--- config.mk ---
export PLATFORM = sky130hd
export DESIGN_NAME = dual_bank_dram_ctrl
export DESIGN_NICKNAME = d
export VERILOG_FILES = /design/src/rtl/dbk_pkg.sv /design/src/rtl/dbk_bank_seq.sv /design/src/rtl/dbk_ctrl.sv /design/src/rtl/dbk_datapath.sv /design/src/rtl/dual_bank_dram_ctrl.sv
export SDC_FILE = /design/constraint.sdc
export NUM_CORES = 1
export LEC_CHECK = 0
export ABC_CLOCK_PERIOD_IN_PS = 4500
export BUFFER_PORTS_ARGS = -buffer_cell sky130_fd_sc_hd__buf_4
export CORE_MARGIN = 2
export CORE_UTILIZATION = 40
export CTS_CLUSTER_DIAMETER = 30
export DETAILED_ROUTE_END_ITERATION = 6
export PLACE_DENSITY_LB_ADDON = 0.3
export SYNTH_ARGS = -nofsm -noshare
export SYNTH_HDL_FRONTEND = slang
export SYNTH_SLANG_ARGS = --single-unit
--- constraint.sdc ---
create_clock -name clk -period 4.5 [get_ports clk]
set_clock_uncertainty 0.1 [all_clocks]
set_input_delay 0.9 -clock clk [delete_from_list [all_inputs] [get_ports clk]]
set_output_delay 0.9 -clock clk [all_outputs]
set_load 0.02 [all_outputs]
--- src/rtl/dbk_pkg.sv ---
package dbk_pkg;

  // Per-bank control strobes, active high, handed from control to datapath.
  typedef struct packed {
    logic ras;
    logic cas;
    logic we;
  } bankStb_t;

  typedef enum logic {
    CTL_IDLE,
    CTL_ACCESS
  } ctlState_t;

  typedef enum logic [1:0] {
    BK_IDLE,
    BK_ACT,
    BK_PRE
  } bankState_t;

endpackage

--- src/rtl/dbk_bank_seq.sv ---
module dbk_bank_seq #(
  parameter int ACC_CLK = 2,
  parameter int PRE_CLK = 2
) (
  input  logic              clk,
  input  logic              rstN,
  input  logic              start,
  input  logic              isWrite,
  output logic              ready,
  output logic              lastAcc,
  output dbk_pkg::bankStb_t stb
);
  import dbk_pkg::*;

  localparam int MAX_CLK = (ACC_CLK > PRE_CLK) ? ACC_CLK : PRE_CLK;
  localparam int CNT_W   = $clog2(MAX_CLK + 1);
  localparam int HI_W    = $clog2(PRE_CLK + 1);

  bankState_t       state;
  logic [CNT_W-1:0] cnt;
  logic             wrLat;
  logic [HI_W-1:0]  hiCnt;

  // Ready when idle, or in the last precharge cycle (next edge may restart).
  assign ready   = (state == BK_IDLE) || (state == BK_PRE && cnt == '0);
  assign lastAcc = (state == BK_ACT) && (cnt == '0);

  assign stb.ras = (state == BK_ACT);
  assign stb.cas = (state == BK_ACT) && (cnt != CNT_W'(ACC_CLK - 1));
  assign stb.we  = stb.cas && wrLat;

  always_ff @(posedge clk) begin
    if (!rstN) begin
      state <= BK_IDLE;
      cnt   <= '0;
      wrLat <= 1'b0;
    end else if (start) begin
      state <= BK_ACT;
      cnt   <= CNT_W'(ACC_CLK - 1);
      wrLat <= isWrite;
    end else begin
      case (state)
        BK_ACT: begin
          if (cnt == '0) begin
            state <= BK_PRE;
            cnt   <= CNT_W'(PRE_CLK - 1);
          end else begin
            cnt <= cnt - 1'b1;
          end
        end
        BK_PRE: begin
          if (cnt == '0) state <= BK_IDLE;
          else           cnt   <= cnt - 1'b1;
        end
        default: state <= BK_IDLE;
      endcase
    end
  end

  // Count of consecutive RAS-high cycles, saturating, for the precharge check.
  always_ff @(posedge clk) begin
    if (!rstN)                       hiCnt <= HI_W'(PRE_CLK);
    else if (stb.ras)                hiCnt <= '0;
    else if (hiCnt != HI_W'(PRE_CLK)) hiCnt <= hiCnt + 1'b1;
  end

  // row strobe only reasserts after a full precharge interval
  p_precharge_r4: assert property (@(posedge clk) disable iff (!rstN)
    $rose(stb.ras) |-> (int'($past(hiCnt)) >= PRE_CLK - 1));

  // column strobe nested inside row strobe
  p_cas_in_ras_r9: assert property (@(posedge clk) disable iff (!rstN)
    stb.cas |-> stb.ras);

  // write enable only alongside column strobe
  p_we_cas_r7: assert property (@(posedge clk) disable iff (!rstN)
    stb.we |-> stb.cas);

endmodule

--- src/rtl/dbk_ctrl.sv ---
module dbk_ctrl #(
  parameter int ACC_CLK = 2,
  parameter int PRE_CLK = 2
) (
  input  logic                    clk,
  input  logic                    rstN,
  input  logic                    reqValid,
  input  logic                    reqWrite,
  input  logic                    reqBank,
  output logic                    ack,
  output logic                    loadReq,
  output logic                    actBank,
  output dbk_pkg::bankStb_t [1:0] bankStb
);
  import dbk_pkg::*;

  localparam int NUM_BANKS = 2;
  localparam int WC_W      = $clog2(ACC_CLK + 1);

  ctlState_t             ctlState;
  logic [NUM_BANKS-1:0]  bankReady;
  logic [NUM_BANKS-1:0]  bankLast;
  logic [NUM_BANKS-1:0]  bankStart;
  logic                  accept;
  logic [WC_W-1:0]       waitCnt;

  assign accept  = (ctlState == CTL_IDLE) && reqValid && bankReady[reqBank];
  assign loadReq = accept;
  assign ack     = (ctlState == CTL_ACCESS) && bankLast[actBank];

  for (genvar b = 0; b < NUM_BANKS; b++) begin : g_bank
    assign bankStart[b] = accept && (reqBank == 1'(b));

    dbk_bank_seq #(
      .ACC_CLK (ACC_CLK),
      .PRE_CLK (PRE_CLK)
    ) seq_i (
      .clk     (clk),
      .rstN    (rstN),
      .start   (bankStart[b]),
      .isWrite (reqWrite),
      .ready   (bankReady[b]),
      .lastAcc (bankLast[b]),
      .stb     (bankStb[b])
    );
  end

  always_ff @(posedge clk) begin
    if (!rstN) begin
      ctlState <= CTL_IDLE;
      actBank  <= 1'b0;
    end else begin
      case (ctlState)
        CTL_IDLE: if (accept) begin
          ctlState <= CTL_ACCESS;
          actBank  <= reqBank;
        end
        CTL_ACCESS: if (ack) ctlState <= CTL_IDLE;
        default: ctlState <= CTL_IDLE;
      endcase
    end
  end

  // Cycles spent in the current access, used only by the latency check.
  always_ff @(posedge clk) begin
    if (!rstN)                                            waitCnt <= '0;
    else if (accept)                                      waitCnt <= '0;
    else if (ctlState == CTL_ACCESS && waitCnt != WC_W'(ACC_CLK)) waitCnt <= waitCnt + 1'b1;
  end

  // acknowledge lands exactly ACC_CLK clocks after acceptance
  p_latency_r3: assert property (@(posedge clk) disable iff (!rstN)
    ack |-> (int'(waitCnt) == ACC_CLK - 1));

  // acknowledge is a single-clock pulse
  p_ack_pulse_r5: assert property (@(posedge clk) disable iff (!rstN)
    ack |=> !ack);

  // the bank whose row strobe starts is the one the address bit picked
  p_bank_sel0_r1: assert property (@(posedge clk) disable iff (!rstN)
    $rose(bankStb[0].ras) |-> !$past(reqBank));
  p_bank_sel1_r1: assert property (@(posedge clk) disable iff (!rstN)
    $rose(bankStb[1].ras) |-> $past(reqBank));

  // no new access starts in the acknowledge cycle
  p_no_accept_on_ack_r10: assert property (@(posedge clk) disable iff (!rstN)
    ack |=> !$rose(bankStb[0].ras) && !$rose(bankStb[1].ras));

endmodule

--- src/rtl/dbk_datapath.sv ---
module dbk_datapath #(
  parameter int ROW_W  = 8,
  parameter int COL_W  = 8,
  parameter int DATA_W = 16
) (
  input  logic                                           clk,
  input  logic                                           rstN,
  input  logic                                           loadReq,
  input  logic [ROW_W+COL_W-1:0]                         reqRowCol,
  input  logic [DATA_W-1:0]                              reqWdata,
  input  logic                                           actBank,
  input  dbk_pkg::bankStb_t [1:0]                        bankStb,
  input  logic [1:0][DATA_W-1:0]                         memRdata,
  output logic [1:0][(ROW_W > COL_W ? ROW_W : COL_W)-1:0] memAddr,
  output logic [1:0]                                     memRasN,
  output logic [1:0]                                     memCasN,
  output logic [1:0]                                     memWeN,
  output logic [1:0][DATA_W-1:0]                         memWdata,
  output logic [DATA_W-1:0]                              rdData
);
  localparam int MUX_W     = (ROW_W > COL_W) ? ROW_W : COL_W;
  localparam int NUM_BANKS = 2;

  logic [ROW_W-1:0]  rowReg;
  logic [COL_W-1:0]  colReg;
  logic [DATA_W-1:0] wdReg;
  logic [MUX_W-1:0]  rowPad;
  logic [MUX_W-1:0]  colPad;

  // Bank bit is already stripped: column in the low half, row in the high half.
  always_ff @(posedge clk) begin
    if (!rstN) begin
      rowReg <= '0;
      colReg <= '0;
      wdReg  <= '0;
    end else if (loadReq) begin
      rowReg <= reqRowCol[ROW_W+COL_W-1:COL_W];
      colReg <= reqRowCol[COL_W-1:0];
      wdReg  <= reqWdata;
    end
  end

  assign rowPad = MUX_W'(rowReg);
  assign colPad = MUX_W'(colReg);

  for (genvar b = 0; b < NUM_BANKS; b++) begin : g_pins
    assign memAddr[b]  = bankStb[b].cas ? colPad : rowPad;
    assign memRasN[b]  = ~bankStb[b].ras;
    assign memCasN[b]  = ~bankStb[b].cas;
    assign memWeN[b]   = ~bankStb[b].we;
    assign memWdata[b] = wdReg;
  end

  assign rdData = memRdata[actBank];

endmodule

--- src/rtl/dual_bank_dram_ctrl.sv ---
module dual_bank_dram_ctrl #(
  parameter int ROW_W   = 8,
  parameter int COL_W   = 8,
  parameter int DATA_W  = 16,
  parameter int ACC_CLK = 2,
  parameter int PRE_CLK = 2
) (
  input  logic                                           clk,
  input  logic                                           rstN,
  input  logic                                           reqValid,
  input  logic                                           reqWrite,
  input  logic [ROW_W+COL_W:0]                           reqAddr,
  input  logic [DATA_W-1:0]                              reqWdata,
  output logic                                           ack,
  output logic [DATA_W-1:0]                              rdData,
  output logic [1:0][(ROW_W > COL_W ? ROW_W : COL_W)-1:0] memAddr,
  output logic [1:0]                                     memRasN,
  output logic [1:0]                                     memCasN,
  output logic [1:0]                                     memWeN,
  output logic [1:0][DATA_W-1:0]                         memWdata,
  input  logic [1:0][DATA_W-1:0]                         memRdata
);
  localparam int ADDR_W = ROW_W + COL_W + 1;

  dbk_pkg::bankStb_t [1:0] bankStb;
  logic                    loadReq;
  logic                    actBank;

  dbk_ctrl #(
    .ACC_CLK (ACC_CLK),
    .PRE_CLK (PRE_CLK)
  ) ctrl_i (
    .clk      (clk),
    .rstN     (rstN),
    .reqValid (reqValid),
    .reqWrite (reqWrite),
    .reqBank  (reqAddr[0]),
    .ack      (ack),
    .loadReq  (loadReq),
    .actBank  (actBank),
    .bankStb  (bankStb)
  );

  dbk_datapath #(
    .ROW_W  (ROW_W),
    .COL_W  (COL_W),
    .DATA_W (DATA_W)
  ) dp_i (
    .clk       (clk),
    .rstN      (rstN),
    .loadReq   (loadReq),
    .reqRowCol (reqAddr[ADDR_W-1:1]),
    .reqWdata  (reqWdata),
    .actBank   (actBank),
    .bankStb   (bankStb),
    .memRdata  (memRdata),
    .memAddr   (memAddr),
    .memRasN   (memRasN),
    .memCasN   (memCasN),
    .memWeN    (memWeN),
    .memWdata  (memWdata),
    .rdData    (rdData)
  );

endmodule

## Word-level counts from Yosys, hierarchy flattened

Cells that the tools add are included.

| word-level totals | value |
|---|---|
| bits in read-only memories | 0 |
| latch bits | 0 |
| memories kept | 0 |
| flip-flop bits (word level) | 44 |
| logic and storage cells | 107 |
| output and inout port bits | 71 |
| memory bits (writable) | 0 |

| cells by class | value |
|---|---|
| shift operators | 0 |
| divide/modulo/power cells | 0 |
| multipliers | 0 |
| mux-type cells | 27 |
| reductions and logical operators | 34 |
| $lt $le $gt $ge | 2 |
| bitwise gates (word level) | 9 |
| equal/unequal tests | 18 |
| add/subtract/negate cells | 2 |

Operator list:

| operator | number |
|---|---|
| two-way mux 16 bit | 2 |
| AND reduction 2 bit | 9 |
| two-way mux 2 bit | 8 |
| two-way mux 8 bit | 2 |
| one-hot mux 2 bit (2 select lines) | 4 |
| logical AND 1 bit | 13 |
| != test 3 bit, second input constant | 4 |
| two-way mux 1 bit | 10 |
| inverter 1 bit | 9 |
| logical NOT 2 bit | 4 |
| != test 2 x 1 -> 1 bit, second input constant | 4 |
| != test 2 bit, second input constant | 4 |
| != test 3 x 2 -> 1 bit, second input constant | 2 |
| nonzero test 3 bit | 2 |
| equality test 2 x 1 -> 1 bit, second input constant | 2 |
| equality test 2 bit, second input constant | 2 |
| < comparator 1 x 2 -> 1 bit, second input constant | 2 |
| nonzero test 2 bit | 2 |
| OR reduction 2 bit | 2 |
| subtractor 2 x 1 -> 2 bit, second input constant | 2 |
| logical OR 1 bit | 2 |
| one-hot mux 1 bit (2 select lines) | 1 |

## Longest topological paths before layout

| depth | value |
|---|---|
| depth after elaboration | 9 |
| depth in mapped cells | 6 |
| mapped depth without buffers | 4 |

## Cells and area by module

Synthesis repeated with hierarchy kept, for this count alone.

| unflattened totals | value |
|---|---|
| cell total of the unflattened synthesis | 234 |
| area, all modules | 2,467.4 sq um |

By module, submodules not included:

| module | cells each | seq. area each (sq um) | area an instance (sq um) | instances |
|---|---|---|---|---|
| dbk_datapath | 161 | 640.6 | 1,810.5 | 1 |
| dbk_bank_seq | 28 | 100.1 | 254.0 | 2 |
| dbk_ctrl | 17 | 40.0 | 148.9 | 1 |

## Least setup slack after synthesis

Ideal clock, no wire load.

| timing | value |
|---|---|
| path type | register -> output |
| from | register ctrl_i.g_bank[1].seq_i.state[1] |
| to | output port memAddr[10] (netlist name) |
| required time | 3.500 ns |
| buffers on the path | 0 |
| setup slack | 2.138 ns |
| arrival time | 1.362 ns |
| stages on the path, launching flop included | 4 |
| path through | dfxtp_1 -> nand2b_1 -> a21oi_4 -> mux2_2 |

RTL lines:

| element | RTL line | text |
|---|---|---|
| start: declaration | dbk_bank_seq.sv:19 | `bankState_t state;` |
| start signal: assignment | dbk_bank_seq.sv:34 | `state <= BK_IDLE;` |
| start signal: assignment | dbk_bank_seq.sv:38 | `state <= BK_ACT;` |
| start signal: assignment | dbk_bank_seq.sv:45 | `state <= BK_PRE;` |
| end: declaration | dual_bank_dram_ctrl.sv:16 | `output logic [1:0][(ROW_W > COL_W ? ROW_W : COL_W)-1:0] memAddr,` |

==> flow_summary.ini <==
[synth]
syn_avg_cell_area_sq_um = 9.46
synth_most_common_cell = nand2_1
yosysTopAreaCell = dfxtp_1
synth_edf_count = 0
synth_top_area_frac = 0.362
synth.distinct_cells = 33
syn_nets = 326
synth_ff_type = dfxtp_1
synthCells = 257
async_flop_share = 0
synth.cell_area_sq_um = 2430
ys_seq_elements = 44
yosysSeqAreaShare = 0.362
synth_common_cells = 70 x nand2_1, 44 x dfxtp_1, 36 x mux2i_1, 32 x mux2_2, 16 x buf_4
yosys_warnings = 0
synth_area_leaders = dfxtp_1 36%, mux2i_1 15%, mux2_2 15%

[drt]
wl_um = 5530
vias = 2114
drt_first_pass_iters = 4
vias_per_cell = 4.74
avgRoutedWirePerCell_um = 12.4
dr.first_iter.drc_count = 69
drcViolationCount = 0
antenna_left = 0

[clock_network]
cts_buffer_depth = 2
cts_made_buffers = 5
post_cts_buffers = 0
cts-root-buf = clkbuf_8
cts-resized-gates = 0
cts_tree = yes
clock_sinks = 44
cts_max_level = 2
clock_latency_ns = 0.29
cts_hold_buf = 0
clk_pin_slew_worst_paths_ns = 0.08

[job]
drv_cap = 0

[power_and_ir_drop]
irDropWorstVdd_uv = 157
pwr-share-clk = 0.267
switching_share = 0.296
switchingPower_mw = 0.314
leakagePower_nw = 1.62
p_comb_frac = 0.307
p_int_mw = 0.749
powerDensity_nw_per_um2 = 311
seqPwrFrac = 0.426

[global_route]
grt_pass1_vias = 1983
gr-total-overflow = 0
antenna_found_initial = 0
grt_first_pass_wirelength_um = 8620
track_usage = 0.165
grt_max_degree = 70

[layout]
antennaDiodeCount = 0
layout-drive-gt1-share = 0.499
multiInputGateArea_sq_um = 1290
areaGrowthSynthToFinish_pct = 40.8
regArea_sq_um = 881
final.fill_count = 524
nNetsFinal = 441
fin_util = 0.581
fin_cells = 446

[floorplanning]
chipWidth_um = 82.0
rows = 28
ios = 140
start_util = 0.413
die_h_um = 82.0
fp.dieArea_sq_um = 6720
core_area_sq_um = 5890

[sta]
fin_tns_setup_ns = 0
fin_hold_ws_ns = 0.374
setup_viol = 0
maxClockFrequency_ghz = 0.353
report.final.slew_viol_count = 0
fin_crit_sh = 0.630
slew_headroom = 0.515
final_hold_viol_count = 0
rsz0062_at_grt = no
tightest_slew_ns = 0.727
layout_min_cycle_time_ns = 2.84

[critical_path]
reg2reg_slack_ns = 2.78
crit_arrival_ns = 1.84
cp-start-kind = flop
cp.required_ns = 3.50
cp-end-kind = output pin
path_max_fanout = 10
path_class = flop to output pin

[hold_path]
hp-class = flop to flop

[placed_design]
numPortBuffers = 139
dp_hpwl_um = 4160
dpl.cell_count = 440
gp_congestion = 0.775

[run_status]
outcome = complete, no violations
[metal layers]
layer	GRT usage	part of all wire
met1	0.182	0.41
met2	0.306	0.50
met3	0.0473	0.092
met4	0.0450	0.0052
met5	0	0
[final timing paths]
check / startpoint / to / depth (start not counted)
worst max-delay path: ctrl_i.g_bank[1].seq_i.state[0] / memAddr[13] / 4
worst max register to register: ctrl_i.g_bank[1].seq_i.cnt[0] / dp_i.wdReg[5] / 4
worst min register to register: dp_i.rowPad[3] / dp_i.rowPad[3] / 2
worst min-delay path: dp_i.rowPad[3] / dp_i.rowPad[3] / 2
[logic make-up (layout without fill, tap and decap cells)]
family,after synthesis,in the layout,share of synthesized area
AND/OR/NAND/NOR,92,92,0.174
multiplexers,68,68,0.296
flip-flops,44,44,0.362
buffers and inverters,36,150,0.109
AO/OA/AOI/OAI,15,15,0.0510
XOR/XNOR,2,2,0.00721
[power by group through the flow]
stage | clock [mW] | sequential (mW) | combinational, mW
floorplan | 0 | 0.461 | 0.219
global placement | 0 | 0.461 | 0.327
detailed placement | 0 | 0.462 | 0.331
CTS | 0.298 | 0.453 | 0.332
global route | 0.311 | 0.459 | 0.352
finish | 0.284 | 0.453 | 0.327
[state kept, by name, indices dropped and copies added, names as in the netlist]
register                   count
ctrl_i.actBank                 1
ctrl_i.ctlState                1
ctrl_i.g_bank.seq_i.cnt        4
ctrl_i.g_bank.seq_i.state      4
ctrl_i.g_bank.seq_i.wrLat      2
dp_i.colPad                    8
dp_i.rowPad                    8
dp_i.wdReg                    16
[stage by stage]
step | setup slack, ns | power, mW | area [sq um]
CTS | 1.64 | 1.08 | 3420
detailed placement | 1.96 | 0.792 | 3320
finish | 1.66 | 1.06 | 3420
global route | 1.52 | 1.12 | 3420
floorplan | 2.14 | 0.680 | 2430
global placement | 2.03 | 0.788 | 3320
[worst max-delay path, cell delays in order, from the launching register on]
cell and delay, ns:
dfxtp_1 0.45, nand2b_1 0.19, a21oi_4 0.36, mux2_2 0.39
buf_4 0.16
[cell usage in the layout, fill, tap and decap left out]
cell type	instances
a21oi_1	4
a21oi_4	2
a31oi_1	1
and2_1	1
and2b_2	1
buf_4	139
bufinv_16	1
clkbuf_8	5
dfxtp_1	44
inv_1	5
mux2_2	32
mux2i_1	36
nand2_1	70
nand2_4	1
nand2b_1	3
nand3_4	1
nand3b_1	1
nand4b_4	1
nor2_1	8
nor2b_1	1
nor3_1	1
nor4b_1	3
o2111a_1	1
o211a_1	1
o21a_1	1
o21ai_0	1
o21ai_2	2
o21bai_1	1
o22ai_1	1
xnor2_1	1
xor2_1	1
[final cells by class]
type                    count  area share
repair buffers            139       0.305
clock buffers               5      0.0201
flip-flops and latches     44       0.257
multi-input cells         177       0.376
well taps                  75      0.0274
inverters                   5     0.00548
clock inverters             1     0.00878
Power figures use the tool's default switching activity.
